$ cat src/rtl/uart_brk_pkg.sv
package uart_brk_pkg;
    localparam int OSR       = 16;
    localparam int HALF      = OSR / 2;
    localparam int CW        = $clog2(OSR);
    localparam int MAXBITS   = 8;
    localparam int MAX_FRAME = OSR * (1 + MAXBITS + 1 + 2);
    localparam int LCW       = $clog2(MAX_FRAME + 1);

    typedef enum logic [2:0] {
        S_IDLE, S_START, S_DATA, S_PAR, S_STOP, S_BRKW, S_HOLD
    } rx_state_e;

    typedef struct packed {
        logic [1:0] len;
        logic       par_en;
        logic       par_odd;
        logic       two_stop;
    } rx_cfg_t;

    typedef struct packed {
        logic [MAXBITS-1:0] data;
        logic               perr;
        logic               ferr;
        logic               brk;
    } rx_char_t;

    // ticks in one whole frame: start + (5+len) data + parity + stops
    function automatic logic [LCW-1:0] frame_ticks(rx_cfg_t c);
        return LCW'(OSR * (7 + int'(c.len) + int'(c.par_en) + int'(c.two_stop)));
    endfunction

    function automatic logic [MAXBITS-1:0] len_mask(logic [1:0] len);
        return 8'hFF >> (2'd3 - len);
    endfunction
endpackage

$ cat src/rtl/uart_brk_sync.sv
module uart_brk_sync #(
    parameter int STAGES = 2
) (
    input  logic clk,
    input  logic rst,
    input  logic din,
    output logic dout
);
    logic [STAGES-1:0] sh;

    always_ff @(posedge clk) begin
        if (rst) sh <= '1;
        else     sh <= {sh[STAGES-2:0], din};
    end

    assign dout = sh[STAGES-1];
endmodule

$ cat src/rtl/uart_brk_det.sv
module uart_brk_det
    import uart_brk_pkg::*;
(
    input  logic           clk,
    input  logic           rst,
    input  logic           tick,
    input  logic           line,
    input  logic [LCW-1:0] limit,
    output logic           brk_lvl,
    output logic           mark_half
);
    logic [LCW-1:0] low_cnt;
    logic [CW-1:0]  hi_cnt;

    always_ff @(posedge clk) begin
        if (rst) begin
            low_cnt <= '0;
            hi_cnt  <= '0;
        end else if (tick) begin
            if (!line) begin
                hi_cnt <= '0;
                if (low_cnt < limit) low_cnt <= low_cnt + 1'b1;
            end else begin
                low_cnt <= '0;
                if (hi_cnt != CW'(HALF)) hi_cnt <= hi_cnt + 1'b1;
            end
        end
    end

    assign brk_lvl   = (low_cnt >= limit);
    assign mark_half = (hi_cnt == CW'(HALF));

    // the break level can only come up after a low sample
    p_brk_low_r7: assert property (@(posedge clk) disable iff (rst)
        $rose(brk_lvl) |-> $past(!line));
    // the mark period can only complete after a high sample
    p_mark_high_r9: assert property (@(posedge clk) disable iff (rst)
        $rose(mark_half) |-> $past(line));
endmodule

$ cat src/rtl/uart_brk_rx.sv
module uart_brk_rx
    import uart_brk_pkg::*;
(
    input  logic       clk,
    input  logic       rst,
    input  logic       tick,
    input  logic       rx_in,
    input  logic [1:0] cfg_len,
    input  logic       cfg_par_en,
    input  logic       cfg_par_odd,
    input  logic       cfg_two_stop,
    output logic       out_valid,
    output logic [7:0] out_data,
    output logic       out_perr,
    output logic       out_ferr,
    output logic       out_brk
);
    rx_cfg_t            cfg;
    rx_state_e          state;
    rx_char_t           out_char;
    logic               rxs, brk_lvl, mark_half, pbit, any_one, perr_calc;
    logic [CW-1:0]      cnt;
    logic [2:0]         bidx, last_idx;
    logic [MAXBITS-1:0] dreg;
    logic               bit_end;

    assign cfg       = '{len: cfg_len, par_en: cfg_par_en, par_odd: cfg_par_odd,
                         two_stop: cfg_two_stop};
    assign last_idx  = {1'b0, cfg.len} + 3'd4;
    assign bit_end   = (cnt == CW'(OSR - 1));
    assign perr_calc = cfg.par_en & ((^dreg ^ pbit) != cfg.par_odd);

    uart_brk_sync #(.STAGES(2)) u_sync (
        .clk(clk), .rst(rst), .din(rx_in), .dout(rxs)
    );

    uart_brk_det u_det (
        .clk(clk), .rst(rst), .tick(tick), .line(rxs),
        .limit(frame_ticks(cfg)), .brk_lvl(brk_lvl), .mark_half(mark_half)
    );

    always_ff @(posedge clk) begin
        if (rst) begin
            state     <= S_IDLE;
            cnt       <= '0;
            bidx      <= '0;
            dreg      <= '0;
            pbit      <= 1'b0;
            any_one   <= 1'b0;
            out_valid <= 1'b0;
            out_char  <= '0;
        end else begin
            out_valid <= 1'b0;
            if (tick) begin
                case (state)
                    S_IDLE: if (!rxs) begin
                        state <= S_START;
                        cnt   <= '0;
                    end
                    S_START: begin
                        if (cnt == CW'(HALF - 1)) begin
                            cnt <= '0;
                            if (!rxs) begin
                                state   <= S_DATA;
                                bidx    <= '0;
                                dreg    <= '0;
                                pbit    <= 1'b0;
                                any_one <= 1'b0;
                            end else begin
                                state <= S_IDLE;  // glitch
                            end
                        end else begin
                            cnt <= cnt + 1'b1;
                        end
                    end
                    S_DATA: begin
                        cnt <= cnt + 1'b1;
                        if (bit_end) begin
                            dreg[bidx] <= rxs;
                            any_one    <= any_one | rxs;
                            if (bidx == last_idx)
                                state <= cfg.par_en ? S_PAR : S_STOP;
                            else
                                bidx <= bidx + 1'b1;
                        end
                    end
                    S_PAR: begin
                        cnt <= cnt + 1'b1;
                        if (bit_end) begin
                            pbit    <= rxs;
                            any_one <= any_one | rxs;
                            state   <= S_STOP;
                        end
                    end
                    S_STOP: begin
                        cnt <= cnt + 1'b1;
                        if (bit_end) begin
                            if (rxs) begin
                                out_valid <= 1'b1;
                                out_char  <= '{data: dreg, perr: perr_calc, ferr: 1'b0, brk: 1'b0};
                                state     <= S_IDLE;
                            end else if (any_one) begin
                                out_valid <= 1'b1;
                                out_char  <= '{data: dreg, perr: perr_calc, ferr: 1'b1, brk: 1'b0};
                                state     <= S_START;        // bad stop becomes a start bit
                                cnt       <= CW'(HALF - 1);  // confirm it on the next tick
                            end else begin
                                state <= S_BRKW;
                            end
                        end
                    end
                    S_BRKW: begin
                        if (brk_lvl) begin
                            out_valid <= 1'b1;
                            out_char  <= '{data: '0, perr: 1'b0, ferr: 1'b1, brk: 1'b1};
                            state     <= S_HOLD;
                        end else if (rxs) begin
                            out_valid <= 1'b1;
                            out_char  <= '{data: dreg, perr: perr_calc, ferr: 1'b1, brk: 1'b0};
                            state     <= S_IDLE;
                        end
                    end
                    S_HOLD: if (mark_half) state <= S_IDLE;
                    default: state <= S_IDLE;
                endcase
            end
        end
    end

    assign out_data = out_char.data;
    assign out_perr = out_char.perr;
    assign out_ferr = out_char.ferr;
    assign out_brk  = out_char.brk;

    // delivery strobe lasts one cycle
    p_pulse_r10: assert property (@(posedge clk) disable iff (rst)
        out_valid |=> !out_valid);
    // a break character is all zero and carries a framing error
    p_brk_char_r7: assert property (@(posedge clk) disable iff (rst)
        (out_valid && out_brk) |-> (out_data == '0 && out_ferr && !out_perr));
    // nothing above the configured length
    p_len_mask_r2: assert property (@(posedge clk) disable iff (rst)
        out_valid |-> ((out_data & ~len_mask(cfg_len)) == '0));
    // no parity error without a parity bit
    p_noperr_r3: assert property (@(posedge clk) disable iff (rst)
        (out_valid && !cfg_par_en) |-> !out_perr);
    // silent while waiting for the mark period
    p_hold_quiet_r9: assert property (@(posedge clk) disable iff (rst)
        (state == S_HOLD && $past(state) == S_HOLD) |-> !out_valid);
endmodule

$ cat config.mk
export PLATFORM = sky130hd
export DESIGN_NAME = uart_brk_rx
export DESIGN_NICKNAME = d
export VERILOG_FILES = /design/src/rtl/uart_brk_pkg.sv /design/src/rtl/uart_brk_sync.sv /design/src/rtl/uart_brk_det.sv /design/src/rtl/uart_brk_rx.sv
export SDC_FILE = /design/constraint.sdc
export NUM_CORES = 1
export LEC_CHECK = 0
export BUFFER_PORTS_ARGS = -buffer_cell sky130_fd_sc_hd__buf_2
export CELL_PAD_IN_SITES_DETAIL_PLACEMENT = 0
export CELL_PAD_IN_SITES_GLOBAL_PLACEMENT = 2
export CORE_UTILIZATION = 30
export CTS_CLUSTER_DIAMETER = 150
export DETAILED_ROUTE_END_ITERATION = 8
export MAX_ROUTING_LAYER = met4
export PLACE_DENSITY = 0.74
export SLEW_MARGIN = 25
export SYNTH_ARGS = -nofsm -noshare
export SYNTH_HDL_FRONTEND = slang
export SYNTH_SLANG_ARGS = --single-unit
$ cat constraint.sdc
create_clock -name clk -period 3.3 [get_ports clk]
set_input_delay 0 -clock clk [delete_from_list [all_inputs] [get_ports clk]]
set_output_delay 0 -clock clk [all_outputs]
set_load 0.05 [all_outputs]
==> summary.txt <==
Status
  – Status: completed

Detailed routing
  – Antenna-violating nets left: 0
  – DRT Pass-1 Iters: 4
  – Final wirelength: about 6300 µm
  – Drt via density: 5.09
  – # DRC: 0
  – Via count: 2321
  – DRT iter0 DRCs: around 130
  – Routed WL per cell: approximately 14 µm

Logic synthesis
  – Synthesized cell area: 2620 µm²
  – Synth Instances: 336
  – Top-count cell post-synth: dfxtp_1
  – Yosys top cell by area: dfxtp_1
  – Ranking of synthesized cells by area: dfxtp_1 (35%), a21oi_1 (7.1%), ha_1 (6.2%)
  – Synth async-reset ratio: 0%
  – Dominant synthesized flop cell: dfxtp_1
  – Mean Syn Cell Area: 7.78 µm²
  – Synth cell types: 53
  – Post-synth top cells: dfxtp_1 (46), nor2_1 (38), a21oi_1 (37), nand2_1 (33), nand3_1 (21)
  – Post-synth net total: 359
  – Seq/Total Area, Yosys: 35.2%
  – Ys Warns: 0
  – EDFF count, synth: 0
  – Top-area cell type share of the netlist area: 35.2%
  – Synthesis-stage register bit count: 46

STA
  – Post-route setup slack: 0.700 ns
  – Unrepaired setup endpoints after global routing: no
  – Worst hold margin: roughly 0.013 ns
  – Finish-stage setup viols: 0
  – Final hold vios: 0
  – Final period util: 78.8%
  – Shortest period the worst path allows: 2.60 ns
  – Worst Clk Skew: roughly 0.014 ns
  – Slew @ Worst Pin: slightly above 0.6 ns
  – Fin Setup TNS: 0 ns
  – Fmax: between 300 and 400 MHz
  – Max-slew headroom: 59.4%
  – Final-report max-slew violation count: 0

Setup path
  – Type of the worst setup path: in -> reg
  – Critical path endpoint category: flop
  – Crit-path cells: buf_2 > inv_1 > ha_1 > inv_1 > ha_1 > inv_1 > fa_1 > xnor2_1 > ha_1 > nand3_1 > o41a_1 > nand3_1 > o2111a_1 > nand3_1 > a21oi_1
  – CP arrival: 2.85 ns
  – Slowest CP cell: o2111a_1
  – Worst path bufs/invs: 4
  – CP max stage delay: 0.44 ns
  – Worst Setup Start Kind: primary input
  – CP top delay family: adder cells
  – R2R setup slack: 1.07 ns
  – Critical path peak fanout: 11
  – Req. time, crit path: 3.55 ns

Clock tree
  – Clock sinks: 46
  – Reg clk slew, reported paths: 0.10 ns
  – Num CTS Buffers: 5
  – Clk Latency, worst-skew pair: 0.31 ns
  – CTS Root Cell: clkbuf_8
  – CTS tree: yes
  – Setup bufs post-CTS: 0
  – Post-cts sizing count: 0
  – # hold bufs at CTS: 1
  – Clock Path Buffers: 2
  – CTS HTree Levels: 2

Flow run
  – # Max-Cap Violations: 0

Placed design
  – Cell Area, Placed: 2790 µm²
  – Count of buffers from port buffering: 20
  – Gpl congestion: approximately 0.75
  – Dpl ws: 0.354 ns
  – Post-detail-place hpwl: around 4400 µm

Pwr
  – Leakage: 1.10 nW
  – Worst VDD drop: about 0.00013 V
  – Power density over cell area: 384 nW/µm²

Hold path
  – Hold WC Path Type: in -> reg

Global routing
  – Initial antenna violation count: 0
  – Total track usage: roughly 15%
  – Global route overflow: 0
  – Number of global-route vias before repair: 2148
  – First-pass GRT wire length: 10600 µm
  – Largest net degree at the start of global routing: 39

Floorplan
  – Top Ports: 21
  – Die height: 95.4 µm
  – Row count: 33
  – Starting Density: 31.4%
  – Die Footprint: 9090 µm²
  – Die width: about 95 µm
  – Core ar.: ~8300 µm²

Finish
  – Layout cells sized above 1: 12.3%
  – # diodes: 0
  – Post-route cell area: 2900 µm²
  – Area Growth Syn to Fin: 10.8%
  – Nets: 373
[sequential cells by signal, indices dropped and copies added, names as in the netlist]
register	flops
out_perr	1
bidx	3
dreg	8
cnt	4
out_brk	1
state	3
any_one	1
u_det.low_cnt	8
out_valid	1
u_det.hi_cnt	4
u_sync.sh	2
out_data	8
out_ferr	1
pbit	1
[cells by family (layout without fill, tap and decap cells)]
| logic type | Yosys count | count (layout) | share of synthesized area, % |
|---|---|---|---|
| and+or+nand+nor | 136 | 136 | 25.5 |
| AOI/OAI and AO/OA | 84 | 84 | 19.8 |
| DFF | 46 | 46 | 35.2 |
| buffers and inverters | 37 | 52 | 6.03 |
| xor gates and xnor gates | 17 | 17 | 5.69 |
| adders and majority gates | 14 | 14 | 6.99 |
| muxes | 2 | 2 | 0.766 |
[cell usage in the layout, fill, tap and decap left out, types with 2 or more instances in the layout]
master and count:
a21o_2 2, a21oi_1 37, a22oi_1 6, a31oi_1 5, and2_1 3, buf_2 20, buf_4 5, clkbuf_8 5
clkinvlp_4 2, dfxtp_1 46, ha_1 13, inv_1 17, mux2i_1 2, nand2_1 33, nand3_1 21, nand4_1 6
nor2_1 38, nor2b_1 3, nor3_1 12, nor3b_1 3, nor4_1 3, o21a_1 2, o21ai_0 15, o21ai_1 2
o21bai_1 2, or2_2 3, or3_1 2, xnor2_1 14, xor2_1 3
[final timing paths]
path / from / end / cells after the start
setup / recovery: cfg_len[0] / out_data[5] / 15
hold / removal: cfg_par_en / out_perr / 3
setup reg to reg: state[0] / state[0] / 6
hold reg to reg: u_sync.sh[0] / u_sync.sh[1] / 1
[through the flow]
| stage | power [mW] | instances | util, % |
|---|---|---|---|
| 2_1_floorplan | 0.715 | 336 | - |
| 3_3_place_gp | 0.756 | 447 | 33.5 |
| 3_5_place_dp | 0.756 | 447 | 33.5 |
| 4_1_cts | 1.13 | 456 | 34.7 |
| 5_1_grt | 1.17 | 456 | 34.7 |
| 6_report | 1.11 | 456 | 34.7 |
[worst reg2reg max path, stage by stage (launching register included)]
cell,delay [ns]
dfxtp_1,0.71
nor2b_1,0.19
nand2_1,0.39
o21bai_2,0.21
nand4_2,0.17
or3_1,0.38
a21oi_1,0.12
[power by group]
group	internal [mW]	switching (mW)
sequential	0.564	0.0167
clock	0.152	0.215
combinational	0.0639	0.101
total	0.779	0.333
[metal layers]
| metal | vias up | track usage (%) | wire length [µm] |
|---|---|---|---|
| li1 | 1206 | - | - |
| met1 | 1074 | 20.6 | 3300 |
| met2 | 34 | 23.8 | 2790 |
| met3 | 7 | 2.71 | 182 |
| met4 | 0 | 3.66 | 38 |
| met5 | - | - | 0 |
[area by class of cell]
class	count	area, µm²
clock inverters	3	23.8
fillers	892	5440
multi-input cells	253	1540
repair buffers	26	148
inverters	18	67.6
clock buffers	5	68.8
well taps	105	131
flip-flops and latches	46	921
Power figures use the tool's default switching activity.
